**src/rtl/acbm_pkg.sv**
```systemverilog
package acbm_pkg;
  localparam int NCH   = 3;
  localparam int ADR_W = 6;

  typedef enum logic [1:0] {SZ_BYTE = 2'd0, SZ_WORD = 2'd1, SZ_DWORD = 2'd2} acc_size_e;

  localparam logic [3:0] OFS_BASE = 4'h0;
  localparam logic [3:0] OFS_CIV  = 4'h4;
  localparam logic [3:0] OFS_LVI  = 4'h5;
  localparam logic [3:0] OFS_SR   = 4'h6;
  localparam logic [3:0] OFS_PICB = 4'h8;
  localparam logic [3:0] OFS_PIV  = 4'hA;
  localparam logic [3:0] OFS_CR   = 4'hB;

  localparam logic [ADR_W-1:0] ADR_GCTL = 6'h2C;
  localparam logic [ADR_W-1:0] ADR_GSTA = 6'h30;
  localparam logic [ADR_W-1:0] ADR_SEMA = 6'h34;

  localparam int GC_COLD_BIT = 1;
  localparam int GC_WARM_BIT = 2;

  typedef struct packed {
    logic [NCH-1:0] ch;
    logic [3:0]     sub;
    logic           gctl;
    logic           gsta;
    logic           sema;
  } dec_t;
endpackage

```
**src/rtl/acbm_decode.sv**
```systemverilog
module acbm_decode
  import acbm_pkg::*;
(
  input  logic [ADR_W-1:0] addr_i,
  output dec_t             dec_o
);
  always_comb begin
    dec_o.sub  = addr_i[3:0];
    dec_o.gctl = (addr_i == ADR_GCTL);
    dec_o.gsta = (addr_i == ADR_GSTA);
    dec_o.sema = (addr_i == ADR_SEMA);
  end

  for (genvar c = 0; c < NCH; c++) begin : g_ch
    // global control shares the top nibble of the last channel block
    assign dec_o.ch[c] = (addr_i[5:4] == 2'(c)) && (addr_i != ADR_GCTL);
  end
endmodule

```
**src/rtl/acbm_wr_route.sv**
```systemverilog
module acbm_wr_route
  import acbm_pkg::*;
(
  input  logic           wr_i,
  input  acc_size_e      size_i,
  input  logic [NCH-1:0] ch_hit_i,
  input  logic [3:0]     sub_i,
  input  logic [31:0]    wdata_i,
  output logic [31:0]    wdata_o,
  output logic [NCH-1:0] base_we_o,
  output logic [NCH-1:0] lvi_we_o,
  output logic [NCH-1:0] sr_we_o,
  output logic [NCH-1:0] cr_we_o
);
  logic base_f, lvi_f, sr_f, cr_f;

  always_comb begin
    base_f = (sub_i == OFS_BASE) && (size_i == SZ_DWORD);
    lvi_f  = (sub_i == OFS_LVI)  && (size_i == SZ_BYTE);
    sr_f   = (sub_i == OFS_SR)   && ((size_i == SZ_BYTE) || (size_i == SZ_WORD));
    cr_f   = (sub_i == OFS_CR)   && (size_i == SZ_BYTE);
    unique case (size_i)
      SZ_BYTE:  wdata_o = {24'h0, wdata_i[7:0]};
      SZ_WORD:  wdata_o = {16'h0, wdata_i[15:0]};
      default:  wdata_o = wdata_i;
    endcase
  end

  for (genvar c = 0; c < NCH; c++) begin : g_stb
    logic sel;
    assign sel          = wr_i && ch_hit_i[c];
    assign base_we_o[c] = sel && base_f;
    assign lvi_we_o[c]  = sel && lvi_f;
    assign sr_we_o[c]   = sel && sr_f;
    assign cr_we_o[c]   = sel && cr_f;
  end
endmodule

```
**src/rtl/acbm_glob.sv**
```systemverilog
module acbm_glob
  import acbm_pkg::*;
#(
  parameter logic [31:0]    COLD_KEEP    = 32'h0000_0070,
  parameter int             GSTA_IRQ_LSB = 5,
  parameter logic [NCH-1:0] WARM_BLOCK   = 3'b011
) (
  input  logic           clk_i,
  input  logic           rst_ni,
  input  logic           wr_i,
  input  acc_size_e      size_i,
  input  logic           gctl_hit_i,
  input  logic           sema_hit_i,
  input  logic [31:0]    wdata_i,
  input  logic [NCH-1:0] run_i,
  input  logic [NCH-1:0] irq_i,
  output logic [31:0]    gctl_o,
  output logic [7:0]     sema_o,
  output logic [31:0]    gsta_o,
  output logic           open_o,
  output logic [NCH-1:0] ch_rst_o,
  output logic           warm_o,
  output logic           irq_o
);
  localparam logic [31:0] RST_BITS  = (32'h1 << GC_COLD_BIT) | (32'h1 << GC_WARM_BIT);
  localparam logic [31:0] COLD_MASK = COLD_KEEP & ~RST_BITS;
  localparam logic [31:0] WARM_CLR  = ~(32'h1 << GC_WARM_BIT);

  logic gctl_wr, cold_req, warm_req, sema_wr;

  assign open_o = gctl_o[GC_COLD_BIT];

  always_comb begin
    gctl_wr  = wr_i && gctl_hit_i && (size_i == SZ_DWORD);
    cold_req = gctl_wr && !wdata_i[GC_COLD_BIT];
    warm_req = gctl_wr && wdata_i[GC_COLD_BIT] && wdata_i[GC_WARM_BIT]
               && ((run_i & WARM_BLOCK) == '0);
    sema_wr  = wr_i && open_o && sema_hit_i && (size_i == SZ_BYTE);
  end

  always_ff @(posedge clk_i or negedge rst_ni) begin
    if (!rst_ni) begin
      gctl_o   <= '0;
      sema_o   <= '0;
      ch_rst_o <= '0;
      warm_o   <= 1'b0;
    end else begin
      ch_rst_o <= {NCH{cold_req}};
      warm_o   <= warm_req;
      if (cold_req) begin
        gctl_o <= wdata_i & COLD_MASK;
        sema_o <= '0;
      end else if (gctl_wr) begin
        gctl_o <= wdata_i & WARM_CLR;
      end else if (sema_wr) begin
        sema_o <= wdata_i[7:0];
      end
    end
  end

  always_comb begin
    gsta_o = '0;
    gsta_o[GSTA_IRQ_LSB +: NCH] = irq_i;
  end
  assign irq_o = |gsta_o;
endmodule

```
**src/rtl/acbm_rd_mux.sv**
```systemverilog
module acbm_rd_mux
  import acbm_pkg::*;
#(
  parameter int IDX_W = 5
) (
  input  logic               en_i,
  input  acc_size_e          size_i,
  input  dec_t               dec_i,
  input  logic [NCH*32-1:0]    base_i,
  input  logic [NCH*IDX_W-1:0] civ_i,
  input  logic [NCH*IDX_W-1:0] lvi_i,
  input  logic [NCH*IDX_W-1:0] piv_i,
  input  logic [NCH*16-1:0]    sr_i,
  input  logic [NCH*16-1:0]    picb_i,
  input  logic [NCH*8-1:0]     cr_i,
  input  logic [31:0]        gctl_i,
  input  logic [31:0]        gsta_i,
  input  logic [7:0]         sema_i,
  output logic [31:0]        rdata_o
);
  logic [31:0] ch_rd [NCH];

  for (genvar c = 0; c < NCH; c++) begin : g_ch
    logic [7:0]  civ_b, lvi_b, piv_b, cr_b;
    logic [15:0] sr_w, picb_w;
    assign civ_b  = 8'(civ_i[c*IDX_W +: IDX_W]);
    assign lvi_b  = 8'(lvi_i[c*IDX_W +: IDX_W]);
    assign piv_b  = 8'(piv_i[c*IDX_W +: IDX_W]);
    assign cr_b   = cr_i[c*8 +: 8];
    assign sr_w   = sr_i[c*16 +: 16];
    assign picb_w = picb_i[c*16 +: 16];

    always_comb begin
      ch_rd[c] = '0;
      if (dec_i.ch[c]) begin
        unique case (size_i)
          SZ_BYTE: begin
            case (dec_i.sub)
              OFS_CIV: ch_rd[c] = {24'h0, civ_b};
              OFS_LVI: ch_rd[c] = {24'h0, lvi_b};
              OFS_SR:  ch_rd[c] = {24'h0, sr_w[7:0]};
              OFS_PIV: ch_rd[c] = {24'h0, piv_b};
              OFS_CR:  ch_rd[c] = {24'h0, cr_b};
              default: ch_rd[c] = '0;
            endcase
          end
          SZ_WORD: begin
            case (dec_i.sub)
              OFS_SR:   ch_rd[c] = {16'h0, sr_w};
              OFS_PICB: ch_rd[c] = {16'h0, picb_w};
              default:  ch_rd[c] = '0;
            endcase
          end
          SZ_DWORD: begin
            case (dec_i.sub)
              OFS_BASE: ch_rd[c] = base_i[c*32 +: 32];
              OFS_CIV:  ch_rd[c] = {sr_w, lvi_b, civ_b};
              default:  ch_rd[c] = '0;
            endcase
          end
          default: ch_rd[c] = '0;
        endcase
      end
    end
  end

  always_comb begin
    rdata_o = '0;
    if (en_i) begin
      if (dec_i.gctl && size_i == SZ_DWORD) rdata_o = gctl_i;
      if (dec_i.gsta && size_i == SZ_DWORD) rdata_o = gsta_i;
      if (dec_i.sema && size_i == SZ_BYTE)  rdata_o = {24'h0, sema_i};
      for (int c = 0; c < NCH; c++) rdata_o = rdata_o | ch_rd[c];
    end
  end
endmodule

```
**src/rtl/acbm_front.sv**
```systemverilog
module acbm_front
  import acbm_pkg::*;
#(
  parameter int             IDX_W        = 5,
  parameter logic [31:0]    COLD_KEEP    = 32'h0000_0070,
  parameter int             GSTA_IRQ_LSB = 5,
  parameter logic [NCH-1:0] WARM_BLOCK   = 3'b011
) (
  input  logic                 clk_i,
  input  logic                 rst_ni,
  input  logic                 acc_valid_i,
  input  logic                 acc_write_i,
  input  logic [1:0]           acc_size_i,
  input  logic [ADR_W-1:0]     acc_addr_i,
  input  logic [31:0]          acc_wdata_i,
  output logic [31:0]          acc_rdata_o,
  input  logic [NCH*32-1:0]    ch_base_i,
  input  logic [NCH*IDX_W-1:0] ch_civ_i,
  input  logic [NCH*IDX_W-1:0] ch_lvi_i,
  input  logic [NCH*IDX_W-1:0] ch_piv_i,
  input  logic [NCH*16-1:0]    ch_sr_i,
  input  logic [NCH*16-1:0]    ch_picb_i,
  input  logic [NCH*8-1:0]     ch_cr_i,
  input  logic [NCH-1:0]       ch_irq_i,
  input  logic [NCH-1:0]       ch_run_i,
  output logic [31:0]          ch_wdata_o,
  output logic [NCH-1:0]       ch_base_we_o,
  output logic [NCH-1:0]       ch_lvi_we_o,
  output logic [NCH-1:0]       ch_sr_we_o,
  output logic [NCH-1:0]       ch_cr_we_o,
  output logic [NCH-1:0]       ch_rst_o,
  output logic                 warm_rst_o,
  output logic                 cold_o,
  output logic                 irq_o
);
  dec_t        dec;
  acc_size_e   size;
  logic        wr, open;
  logic [31:0] gctl, gsta;
  logic [7:0]  sema;

  assign size   = acc_size_e'(acc_size_i);
  assign wr     = acc_valid_i && acc_write_i;
  assign cold_o = !open;

  acbm_decode u_dec (.addr_i(acc_addr_i), .dec_o(dec));

  acbm_wr_route u_wr (
    .wr_i     (wr && open),
    .size_i   (size),
    .ch_hit_i (dec.ch),
    .sub_i    (dec.sub),
    .wdata_i  (acc_wdata_i),
    .wdata_o  (ch_wdata_o),
    .base_we_o(ch_base_we_o),
    .lvi_we_o (ch_lvi_we_o),
    .sr_we_o  (ch_sr_we_o),
    .cr_we_o  (ch_cr_we_o)
  );

  acbm_glob #(
    .COLD_KEEP(COLD_KEEP), .GSTA_IRQ_LSB(GSTA_IRQ_LSB), .WARM_BLOCK(WARM_BLOCK)
  ) u_glob (
    .clk_i     (clk_i),
    .rst_ni    (rst_ni),
    .wr_i      (wr),
    .size_i    (size),
    .gctl_hit_i(dec.gctl),
    .sema_hit_i(dec.sema),
    .wdata_i   (acc_wdata_i),
    .run_i     (ch_run_i),
    .irq_i     (ch_irq_i),
    .gctl_o    (gctl),
    .sema_o    (sema),
    .gsta_o    (gsta),
    .open_o    (open),
    .ch_rst_o  (ch_rst_o),
    .warm_o    (warm_rst_o),
    .irq_o     (irq_o)
  );

  acbm_rd_mux #(.IDX_W(IDX_W)) u_rd (
    .en_i   (acc_valid_i && !acc_write_i),
    .size_i (size),
    .dec_i  (dec),
    .base_i (ch_base_i),
    .civ_i  (ch_civ_i),
    .lvi_i  (ch_lvi_i),
    .piv_i  (ch_piv_i),
    .sr_i   (ch_sr_i),
    .picb_i (ch_picb_i),
    .cr_i   (ch_cr_i),
    .gctl_i (gctl),
    .gsta_i (gsta),
    .sema_i (sema),
    .rdata_o(acc_rdata_o)
  );
endmodule

```
**config.mk**
```make
export PLATFORM = sky130hd
export DESIGN_NAME = acbm_front
export DESIGN_NICKNAME = d
export VERILOG_FILES = /design/src/rtl/acbm_pkg.sv /design/src/rtl/acbm_decode.sv /design/src/rtl/acbm_wr_route.sv /design/src/rtl/acbm_glob.sv /design/src/rtl/acbm_rd_mux.sv /design/src/rtl/acbm_front.sv
export SDC_FILE = /design/constraint.sdc
export NUM_CORES = 1
export LEC_CHECK = 0
export BUFFER_PORTS_ARGS = -buffer_cell sky130_fd_sc_hd__buf_2
export CORE_MARGIN = 8
export CORE_UTILIZATION = 30
export CTS_BUF_LIST = sky130_fd_sc_hd__clkbuf_16
export DETAILED_ROUTE_END_ITERATION = 16
export PLACE_DENSITY_LB_ADDON = 0.12
export SLEW_MARGIN = 10
export SYNTH_ARGS = -nofsm -noshare
export SYNTH_HDL_FRONTEND = slang
export SYNTH_HIERARCHICAL = 1
export SYNTH_SLANG_ARGS = --single-unit
```
**constraint.sdc**
```tcl
create_clock -name clk_i -period 2.45 [get_ports clk_i]
set_input_delay 0.3675 -clock clk_i [delete_from_list [all_inputs] [get_ports clk_i]]
set_output_delay 0.3675 -clock clk_i [all_outputs]
set_load 0.02 [all_outputs]
```
# == Word-level counts from Yosys, hierarchy flattened ==
# Cells that the tools add are included.
# word_totals
ff_bits,42
output_inout_bits,82
wordCells,96
# op_classes
eq_ne,15
mux,26
n_bitwise,3
reduce_logical,48
# ops
operator,count
$mux W32,10
$pmux W32 S3,3
$pmux W32 S2,4
$pmux W8 S5,3
$or A32 B32 Y32,3
$pmux W16 S2,3
$logic_and A1 B1 Y1,36
$mux W8,3
$eq A6 B6 Y1 const B,3
$eq A4 B3 Y1 const B,3
$eq A4 B4 Y1 const B,3
$ne A6 B6 Y1 const B,1
$eq A2 B1 Y1 const B,2
$eq A2 B2 Y1 const B,2
$logic_not A2 Y1,2
$logic_not A4 Y1,1
$reduce_bool A2 Y1,2
$logic_not A1 Y1,3
$logic_not A3 Y1,1
$reduce_or A3 Y1,1
$ne A2 B2 Y1 const B,1
$reduce_and A2 Y1,1
$logic_or A1 B1 Y1,1

# == Depth between registers and ports, before layout ==
# depth
word_depth,10
mapped_depth,11

# == Hierarchy ==
# The synthesis kept the hierarchy.
# by_module_without_submodules
mod,n_inst,cells_per_inst,area_each_um2
acbm_rd_mux,1,519,3547.2
acbm_glob,1,200,1905.6
acbm_wr_route,1,56,359.1
acbm_decode,1,14,85.1
acbm_front,1,4,27.5

# == Least setup slack after synthesis ==
# Ideal clock, no wire load.
# synth_timing
path_type,input to output
startpoint,input port acc_addr_i[1]
endpoint,output port acc_rdata_o[27]
arrival_time_ns,2.686
setup_slack_ns,-0.604
cell_stages,6
path_cell_list,or3b_1 > nor3_1 > nor3b_2 > clkbuf_1 > a222oi_1 > a21boi_0
# synth_rtl
element,line_no,rtl
"start, declared",acbm_front.sv:14,"input logic [ADR_W-1:0] acc_addr_i,"
"end, declared",acbm_front.sv:16,"output logic [31:0] acc_rdata_o,"

==> impl_metrics.ini <==
[status]
status = finished with violations
violations = negative setup slack

[cells_and_area]
final_core_util = 0.508
nets = 1570
most-common-layout-cells = buf_2, buf_4, nand2_1, a22oi_1, a22o_1
seq_area_um2 = 1030
fillCellCount = 2026
multi_input_area_um2 = 4640
syn_to_final_growth_pct = 66.4
final_common_cell = buf_2
layout-drive-gt1-share = 0.525
stdcell_area_um2 = 9860

[timing]
fin_ws_ns = -0.258
tightestPinTransition_ns = 0.618
clock_skew_ns = 0.00753
period_share = 1.11
slew_viol_final = 0
fmax_mhz = 369
finalHoldViolCount = 0
max_slew_margin = 0.588
setup_viol = 32
rsz0062_at_grt = true
min_period_ns = 2.71

[setup_path]
end_kind = primary output
critPathLaunch = acc_addr_i[0]
worstPathArrival_ns = 2.34
path_max_fanout = 6
worstPathRequired_ns = 2.08
timing.rr.start = u_glob/gctl_o[1]
path_class = input pin to primary output
start_kind = input pin

[power_and_ir_drop]
combPwrFrac = 0.433
p_seq_frac = 0.273
intPower_mw = 1.67
net-switching-power_mw = 0.868
ir_worst_vdd_mv = 0.377
power.total_mw = 2.54
powerDensity_nw_per_um2 = 257
leakagePower_nw = 4.60
netSwitchingFraction = 0.342
clock_power_share = 0.294

[logic_synthesis]
synth_warnings = 6
synth_seq_cells = 41
yosysUniqueCellTypes = 69
syn_avg_cell_area_um2 = 7.47
synthesis.instances = 793
async_reset_ff_frac = 1.00
synth_edf_count = 0
yosysSeqAreaShare = 0.173
ys.flop_type = dfrtp_1
syn_area_um2 = 5920

[drt]
wl_per_cell_um = 25.7
vias = 8660
routed_via_density = 5.66
drtAntennaViolNets = 0
routed_wl_um = 39400
drc_errors = 0
firstDrtPassIters = 6
drt_first_iter_violations = 873

[placed_design]
port_buffers = 391
dpl-instance-area_um2 = 8940
hpwl_um = 32800
gp_congestion = 0.952

[global_route]
first_global_vias = 8939
globalRoute.totalOverflow = 0
grt_start_max_net_pins = 34
grt_pass1_wl_um = 55900
grt_usage = 0.303
antenna_found_initial = 7

[cts]
cts_hold_buf = 0
clk_pin_slew_ns = 0.06
cts_tree = done
clock_path_buffers = 2
numCtsBuffers = 5
cts_sinks = 41
cts-root-buf = clkbuf_16
clk_latency_ns = 0.28
h-tree-depth = 2

[die]
start_util = 0.305
design.core.area_um2 = 19400
num_rows = 51
die_w_um = 157
io_pins = 393
die_area_um2 = 24500
die_h_um = 157

[hold_path]
hold_class = input pin to async pin

[flow_run]
maxCapViolations = 0
-- final timing paths --
path,to,slack (ns),depth (start not counted)
max reg2reg,u_glob/sema_o[6],1.03,3
min in group clk_i,u_glob/warm_o,0.23,2
max,acc_rdata_o[20],-0.26,10
min,u_glob/gctl_o[22],0.09,1
min reg2reg,u_glob/gctl_o[25],0.47,2
max in group asynchronous,u_glob/gctl_o[27],1.79,2
-- power groups by stage --
stage	clock, mW	sequential, mW	combinational [mW]
finish	0.747	0.692	1.10
global route	0.785	0.693	1.16
CTS	0.759	0.692	1.05
detailed placement	0	0.704	1.01
global placement	0	0.704	1.01
floorplan	0	0.702	0.435
-- worst max-delay path, cell delays in order --
cell      delay [ns]
buf_8           0.10
or3b_4          0.41
buf_4           0.16
nor3_4          0.14
nor3b_4         0.35
clkbuf_4        0.26
buf_6           0.12
a222oi_1        0.11
a21boi_2        0.17
buf_6           0.14
-- layer usage --
metal  global-route usage  part of all wire  wire [µm]
met1                0.366              0.40      15700
met5                    0           0.00084         33
met3               0.0654             0.085       3330
met2                0.519              0.48      19000
met4                0.108             0.033       1290
-- metrics by stage --
stage               instances  TNS (ns)  setup WS (ns)  hold slack [ns]
finish                   1530     -6.29         -0.258           0.0926
global placement         1498    -10.19         -0.664            0.407
global route             1528     -8.60         -0.346            0.130
CTS                      1514     -7.09         -0.292            0.108
floorplan                 822         0        0.00853           0.0719
detailed placement       1498    -10.37         -0.593            0.414
-- synthesized netlist by cell type (all sizes together) (2+ instances only) --
cell | n | share of area
a2111oi | 4 | 0.0059
a21boi | 11 | 0.014
a21oi | 20 | 0.017
a221oi | 14 | 0.021
a222oi | 28 | 0.047
a22o | 47 | 0.069
a22oi | 101 | 0.13
a32oi | 3 | 0.0044
and2 | 42 | 0.046
buf | 87 | 0.10
clkbuf | 37 | 0.024
dfrtp | 41 | 0.17
inv | 4 | 0.0025
mux2i | 20 | 0.034
nand2 | 112 | 0.071
nand2b | 3 | 0.0040
nand3 | 30 | 0.025
nand3b | 9 | 0.011
nand4b | 2 | 0.0040
nor2 | 29 | 0.021
nor2b | 9 | 0.0095
nor3 | 11 | 0.0093
nor3b | 6 | 0.0093
nor4 | 8 | 0.0084
nor4b | 2 | 0.0040
o211ai | 2 | 0.0025
o21ai | 39 | 0.033
o221ai | 7 | 0.010
o22a | 9 | 0.013
o22ai | 25 | 0.026
o31ai | 4 | 0.0051
o41a | 2 | 0.0038
or2 | 2 | 0.0021
or3 | 2 | 0.0021
or4b | 2 | 0.0046
-- repair_timing --
item                                    CTS  global route
pin swaps                                23            27
resized for setup                        91            78
endpoints found under the setup margin   32            32
cloned                                    1             2
buffers inserted                          7             9
-- logic make-up after synthesis --
kind of cell	count (synthesis)	share of synthesized area
compound gates	323	0.415
other cells	1	0.000633
mux	20	0.0338
simple gates	279	0.250
buf+inv	129	0.128
flops	41	0.173
-- registers in the layout, indices dropped and copies added (netlist names) --
signal and cells:
u_glob/ch_rst_o 1, u_glob/gctl_o 31, u_glob/sema_o 8, u_glob/warm_o 1
-- final cells by class --
type | instances | area share
well taps | 265 | 0.0336
clock buffers | 5 | 0.0127
diodes | 5 | 0.00127
inverters | 5 | 0.00190
multi-input cells | 652 | 0.470
clock inverters | 3 | 0.00432
flip-flops and latches | 41 | 0.104
repair buffers | 554 | 0.372
Note: power is estimated with default switching activity, not from simulation.
